**src/rtl/rowbuf_pkg.sv**
```systemverilog
package rowbuf_pkg;

  typedef enum logic [1:0] {
    CASE_HIT      = 2'd0,
    CASE_EMPTY    = 2'd1,
    CASE_CONFLICT = 2'd2
  } access_case_t;

  typedef enum logic [1:0] {
    POL_OPEN     = 2'd0,
    POL_CLOSE    = 2'd1,
    POL_ADAPT    = 2'd2,
    POL_OPEN_ALT = 2'd3
  } row_policy_t;

endpackage

```
**src/rtl/rowbuf_classify.sv**
```systemverilog
module rowbuf_classify
  import rowbuf_pkg::*;
#(
  parameter int ROW_W  = 14,
  parameter int TIME_W = 32
) (
  input  logic              have_row,
  input  logic [ROW_W-1:0]  last_row,
  input  row_policy_t       last_pol,
  input  logic [TIME_W-1:0] free_at,
  input  logic [ROW_W-1:0]  req_row,
  input  logic [TIME_W-1:0] req_arrival,
  output access_case_t      kind
);

  logic same_row;
  logic queued;

  // queued: this request was waiting before the previous access finished
  assign same_row = (req_row == last_row);
  assign queued   = (req_arrival < free_at);

  always_comb begin
    kind = CASE_EMPTY;
    if (have_row) begin
      unique case (last_pol)
        POL_OPEN, POL_OPEN_ALT:
          kind = same_row ? CASE_HIT : CASE_CONFLICT;
        POL_CLOSE:
          if (queued) kind = same_row ? CASE_HIT : CASE_CONFLICT;
          else        kind = CASE_EMPTY;
        POL_ADAPT:
          kind = (queued && same_row) ? CASE_HIT : CASE_EMPTY;
        default:
          kind = CASE_EMPTY;
      endcase
    end
  end

endmodule

```
**src/rtl/rowbuf_timing.sv**
```systemverilog
module rowbuf_timing
  import rowbuf_pkg::*;
#(
  parameter int TIME_W    = 32,
  parameter int HIT_LAT   = 20,
  parameter int EMPTY_LAT = 40,
  parameter int CONF_LAT  = 60
) (
  input  access_case_t      kind,
  input  logic [TIME_W-1:0] req_arrival,
  input  logic [TIME_W-1:0] free_at,
  output logic [TIME_W-1:0] finish
);

  localparam logic [TIME_W-1:0] LAT_HIT   = TIME_W'(HIT_LAT);
  localparam logic [TIME_W-1:0] LAT_EMPTY = TIME_W'(EMPTY_LAT);
  localparam logic [TIME_W-1:0] LAT_CONF  = TIME_W'(CONF_LAT);

  logic [TIME_W-1:0] start;
  logic [TIME_W-1:0] lat;

  assign start = (req_arrival > free_at) ? req_arrival : free_at;

  always_comb begin
    unique case (kind)
      CASE_HIT:      lat = LAT_HIT;
      CASE_CONFLICT: lat = LAT_CONF;
      default:       lat = LAT_EMPTY;
    endcase
  end

  assign finish = start + lat;

endmodule

```
**src/rtl/rowbuf_ctrl.sv**
```systemverilog
module rowbuf_ctrl
  import rowbuf_pkg::*;
#(
  parameter int ROW_W     = 14,
  parameter int TIME_W    = 32,
  parameter int HIT_LAT   = 20,
  parameter int EMPTY_LAT = 40,
  parameter int CONF_LAT  = 60
) (
  input  logic              clk,
  input  logic              rst,
  input  logic              req_valid,
  input  logic [ROW_W-1:0]  req_row,
  input  logic [TIME_W-1:0] req_arrival,
  input  logic [1:0]        req_policy,
  output logic              done_valid,
  output logic [TIME_W-1:0] done_time,
  output logic [1:0]        done_case
);

  localparam logic [TIME_W-1:0] LAT_MIN = TIME_W'(HIT_LAT);

  // bank state left behind by the last served request
  logic              have_row;
  logic [ROW_W-1:0]  last_row;
  row_policy_t       last_pol;
  logic [TIME_W-1:0] free_at;

  access_case_t      kind;
  logic [TIME_W-1:0] finish;

  rowbuf_classify #(
    .ROW_W  (ROW_W),
    .TIME_W (TIME_W)
  ) u_classify (
    .have_row    (have_row),
    .last_row    (last_row),
    .last_pol    (last_pol),
    .free_at     (free_at),
    .req_row     (req_row),
    .req_arrival (req_arrival),
    .kind        (kind)
  );

  rowbuf_timing #(
    .TIME_W    (TIME_W),
    .HIT_LAT   (HIT_LAT),
    .EMPTY_LAT (EMPTY_LAT),
    .CONF_LAT  (CONF_LAT)
  ) u_timing (
    .kind        (kind),
    .req_arrival (req_arrival),
    .free_at     (free_at),
    .finish      (finish)
  );

  always_ff @(posedge clk) begin
    if (rst) begin
      have_row <= 1'b0;
      last_row <= '0;
      last_pol <= POL_OPEN;
      free_at  <= '0;
    end else if (req_valid) begin
      have_row <= 1'b1;
      last_row <= req_row;
      last_pol <= row_policy_t'(req_policy);
      free_at  <= finish;
    end
  end

  always_ff @(posedge clk) begin
    if (rst) begin
      done_valid <= 1'b0;
      done_time  <= '0;
      done_case  <= CASE_HIT;
    end else begin
      done_valid <= req_valid;
      if (req_valid) begin
        done_time <= finish;
        done_case <= kind;
      end
    end
  end

  // one result per request, none without one
  a_r2_result_follows: assert property (@(posedge clk) disable iff (rst)
    req_valid |=> done_valid);
  a_r2_no_spurious: assert property (@(posedge clk) disable iff (rst)
    !req_valid |=> !done_valid);

  // completion never earlier than arrival or previous free time plus shortest latency
  a_r3_after_arrival: assert property (@(posedge clk) disable iff (rst)
    req_valid |=> done_time >= $past(req_arrival) + LAT_MIN);
  a_r3_after_free: assert property (@(posedge clk) disable iff (rst)
    req_valid |=> done_time >= $past(free_at) + LAT_MIN);

  // a bank with no row yet can only give an empty access
  a_r1_first_empty: assert property (@(posedge clk) disable iff (rst)
    (req_valid && !have_row) |=> done_case == CASE_EMPTY);

  // code 3 never reported
  a_r5_code_range: assert property (@(posedge clk) disable iff (rst)
    done_valid |-> done_case != 2'd3);

  // the adaptive policy never causes a conflict
  a_r8_adapt_no_conflict: assert property (@(posedge clk) disable iff (rst)
    (req_valid && have_row && last_pol == POL_ADAPT) |=> done_case != CASE_CONFLICT);

endmodule

```
**config.mk**
```make
export PLATFORM = sky130hd
export DESIGN_NAME = rowbuf_ctrl
export DESIGN_NICKNAME = d
export VERILOG_FILES = /design/src/rtl/rowbuf_pkg.sv /design/src/rtl/rowbuf_classify.sv /design/src/rtl/rowbuf_timing.sv /design/src/rtl/rowbuf_ctrl.sv
export SDC_FILE = /design/constraint.sdc
export NUM_CORES = 1
export LEC_CHECK = 0
export BUFFER_PORTS_ARGS = -buffer_cell sky130_fd_sc_hd__clkbuf_2
export CAP_MARGIN = 25
export CORE_UTILIZATION = 53
export DETAILED_ROUTE_END_ITERATION = 10
export PLACE_DENSITY = 0.83
export SLEW_MARGIN = 10
export SYNTH_ARGS = -nofsm -noshare
export SYNTH_HDL_FRONTEND = slang
export SYNTH_HIERARCHICAL = 1
export SYNTH_SLANG_ARGS = --single-unit
```
**constraint.sdc**
```tcl
create_clock -name clk -period 10.7 [get_ports clk]
set_clock_uncertainty 0.15 [all_clocks]
set_input_delay 0.535 -clock clk [delete_from_list [all_inputs] [get_ports clk]]
set_output_delay 0.535 -clock clk [all_outputs]
set_load 0.02 [all_outputs]
```
==> results.tsv <==
stage	metric	value	unit
drt	TritonRoute pass-1 iters	5	
sta	RSZ-0062 raised after global routing	no	
clock_network	H-tree levels	2	
synthesis	Yosys cell types	59	
sta	Max Slew Vio Count	0	
synthesis	Post-synth ARST share	0	%
final_layout	Ant. Diodes	0	
global_routing	total gr overflow	0	
drt	drt via density	5.58	
synthesis	syn nets	753	
drt	Starting DRT DRC Count	272	
clock_network	Post-CTS Resized	0	
die	IO Pins	86	
placed_design	Placed Instances	828	
final_layout	Final #Nets	828	
global_routing	first-pass GRT wire length	20.3	mm
sta	final setup violation count	0	
die	core area	9280	sq um
die	Die ar.	10000	sq um
synthesis	ys flop type	dfxtp_1	
placed_design	Post-DP HPWL	9.57	mm
synthesis	Yosys warnings	6	
synthesis	top cell type's share of synthesized area	20.4	%
critical_path	worst path required time	10750	ps
final_layout	post-layout util	61.2	%
drt	DR WL/cell	14.8	um
synthesis	Synth area leaders	dfxtp_1, ha_1, mux2i_1	
synthesis	Post-Syn Area	5110	sq um
final_layout	layout cells sized above 1	16.1	%
global_routing	largest net degree at the start of global routing	53	
drt	wirelength, routed	12.4	mm
final_layout	final cell count without fillers	837	
power	LEAKAGE	2.51	nW
clock_network	CTS tree	built	
critical_path	CP Class	reg -> reg	
hold_path	Worst Hold Class	in -> reg	
placed_design	port bufs	85	
clock_network	Worst-path clk slew	120	ps
synthesis	count leader, synth	inv_1	
global_routing	vias in the first global route	4641	
clock_network	root buf cell	clkbuf_8	
drt	Vias	4673	
clock_network	worst skew pair latency	320	ps
clock_network	Setup Fix Bufs, Post-CTS	0	
sta	Fin. Hold Viols	0	
hold_path	Worst Hold Depth	3	
die	Initial Util	55.1	%
clock_network	TritonCTS Sinks	52	
die	FP Rows	35	
critical_path	CP Capture Type	register	
synthesis	Synth Instances	632	
synthesis	leading area contributor after synthesis	dfxtp_1	
synthesis	flops & latches, synth	52	
die	die width	100	um
clock_network	Num CTS Buffers	5	
power	Pwr Total	0.640	mW
die	Die Y-Extent	100	um
sta	Max-Slew Margin vs Limit	40.8	%
sta	Final period util	46.6	%
sta	hold_ws	306	ps
drt	Antenna Nets Post-Route	0	
run	# Max-Cap Violations	0	
run_status	status	finished, final reports clean	
drt	DRC Markers	0	
synthesis	sequential share of the synthesized area	20.4	%
critical_path	Critical Path Source Type	register	
sta	Least-Margin Pin Slew	888	ps
synthesis	Post-synth EDFFs	0	
clock_network	hold-fix buffers at CTS	0	
global_routing	gr usage total	24.9	%
placed_design	RD Place Congestion	0.848	
power	Max VDD drop	0.0600	mV
critical_path	Reg2Reg Depth	19	
final_layout	Area Growth Syn to Fin	11.1	%
power	PwrDens	113	nW/um^2
clock_network	Clock Tree Buf Depth	2	
synthesis	Post-Syn Area per Cell	8.09	sq um
sta	FMAX	201	MHz
critical_path	Worst EP arrival	5040	ps
critical_path	worst-path maximum fanout	13	
synthesis	Post-synth top cells	inv_1, nor2_1, ha_1	
sta	min Tclk post-route	4990	ps
sta	TNS Setup	0	ps
global_routing	initial antenna violation count	0	
kinds of logic (layout without fill, tap and decap cells):
kind of cell,count (synthesis),after routing,share of synthesized area (%)
xor+xnor,66,66,11.3
fa+ha+maj,70,70,17.3
buf+inv,94,170,8.42
mux,66,66,13.0
simple gates,204,204,19.7
flops,52,52,20.4
compound gates,80,80,9.91
area by class of cell:
| class | count | area [sq um] |
|---|---|---|
| Multi-Input combinational cell | 486 | 3640 |
| Fill cell | 870 | 3600 |
| Sequential cell | 52 | 1040 |
| Timing Repair Buffer | 89 | 468 |
| Inverter | 73 | 274 |
| Tap cell | 129 | 161 |
| Clock buffer | 5 | 68.8 |
| Clock inverter | 3 | 27.5 |
worst max-delay path, stage by stage, from the launching register on:
cell and delay, ps:
dfxtp_1 510, inv_1 130, ha_1 320, a21oi_1 190, a211oi_1 90, or4b_1 510, a22oi_2 410, mux2_1 230
ha_1 180, inv_1 60, fa_1 410, nor2b_1 130, o21ai_0 120, nand2b_1 510, nand2_1 290, nor2_1 220
xnor2_1 140, mux2i_1 90, mux2i_1 140, nor2_1 50
state kept, by name, summed over array words and instances (netlist names):
signal and flops:
have_row 1, last_row 14, done_time 32, last_pol 2, done_case 2, done_valid 1
path summary, 6_finish.rpt:
check | startpoint | to | slack (ps)
min reg2reg | have_row$_SDFFE_PP0P_ | have_row$_SDFFE_PP0P_ | 370
max | done_time[7]$_SDFFE_PP0P_ | done_time[28]$_SDFFE_PP0P_ | 5710
min | req_policy[1] | last_pol[1]$_SDFFE_PP0P_ | 310
max reg2reg | done_time[7]$_SDFFE_PP0P_ | done_time[28]$_SDFFE_PP0P_ | 5710
per-layer routing:
metal	GRT usage [%]	vias to the layer above	routed length [um]
li1	-	2323	-
met1	29.4	2161	5200
met2	44.8	162	6070
met3	5.01	27	891
met4	8.03	0	229
met5	0	-	0
power by group:
group	switching [mW]	internal [mW]
clock network	0.0779	0.0483
registers	0.0241	0.211
logic	0.164	0.114
cells in the final DEF (no fill, tap or decap), types with 2 or more instances in the layout:
master / instances
nand2_1: 42
a21o_1: 4
clkbuf_2: 85
a21oi_1: 37
o21ai_0: 7
nor2_1: 70
nand4_1: 25
ha_1: 69
nand3_1: 24
nand4_2: 2
and3_1: 8
mux2_1: 4
nor2b_1: 4
and2_1: 3
nand2b_1: 2
nor3_1: 6
nor4_1: 5
a211oi_1: 2
a2111oi_0: 2
dfxtp_1: 52
mux2i_1: 61
xor2_1: 19
o21ai_1: 11
buf_4: 3
inv_1: 73
and4_1: 2
a211o_1: 2
clkbuf_8: 5
o21bai_1: 2
xnor2_1: 47
through the flow:
| stage | setup WS (ps) | instance area, sq um |
|---|---|---|
| CTS | 5510 | 5670 |
| global placement | 5520 | 5560 |
| floorplan | 6400 | 5110 |
| finish | 5710 | 5680 |
| detailed placement | 5340 | 5580 |
| global route | 5360 | 5680 |
Note: power is estimated with default switching activity, not from simulation.
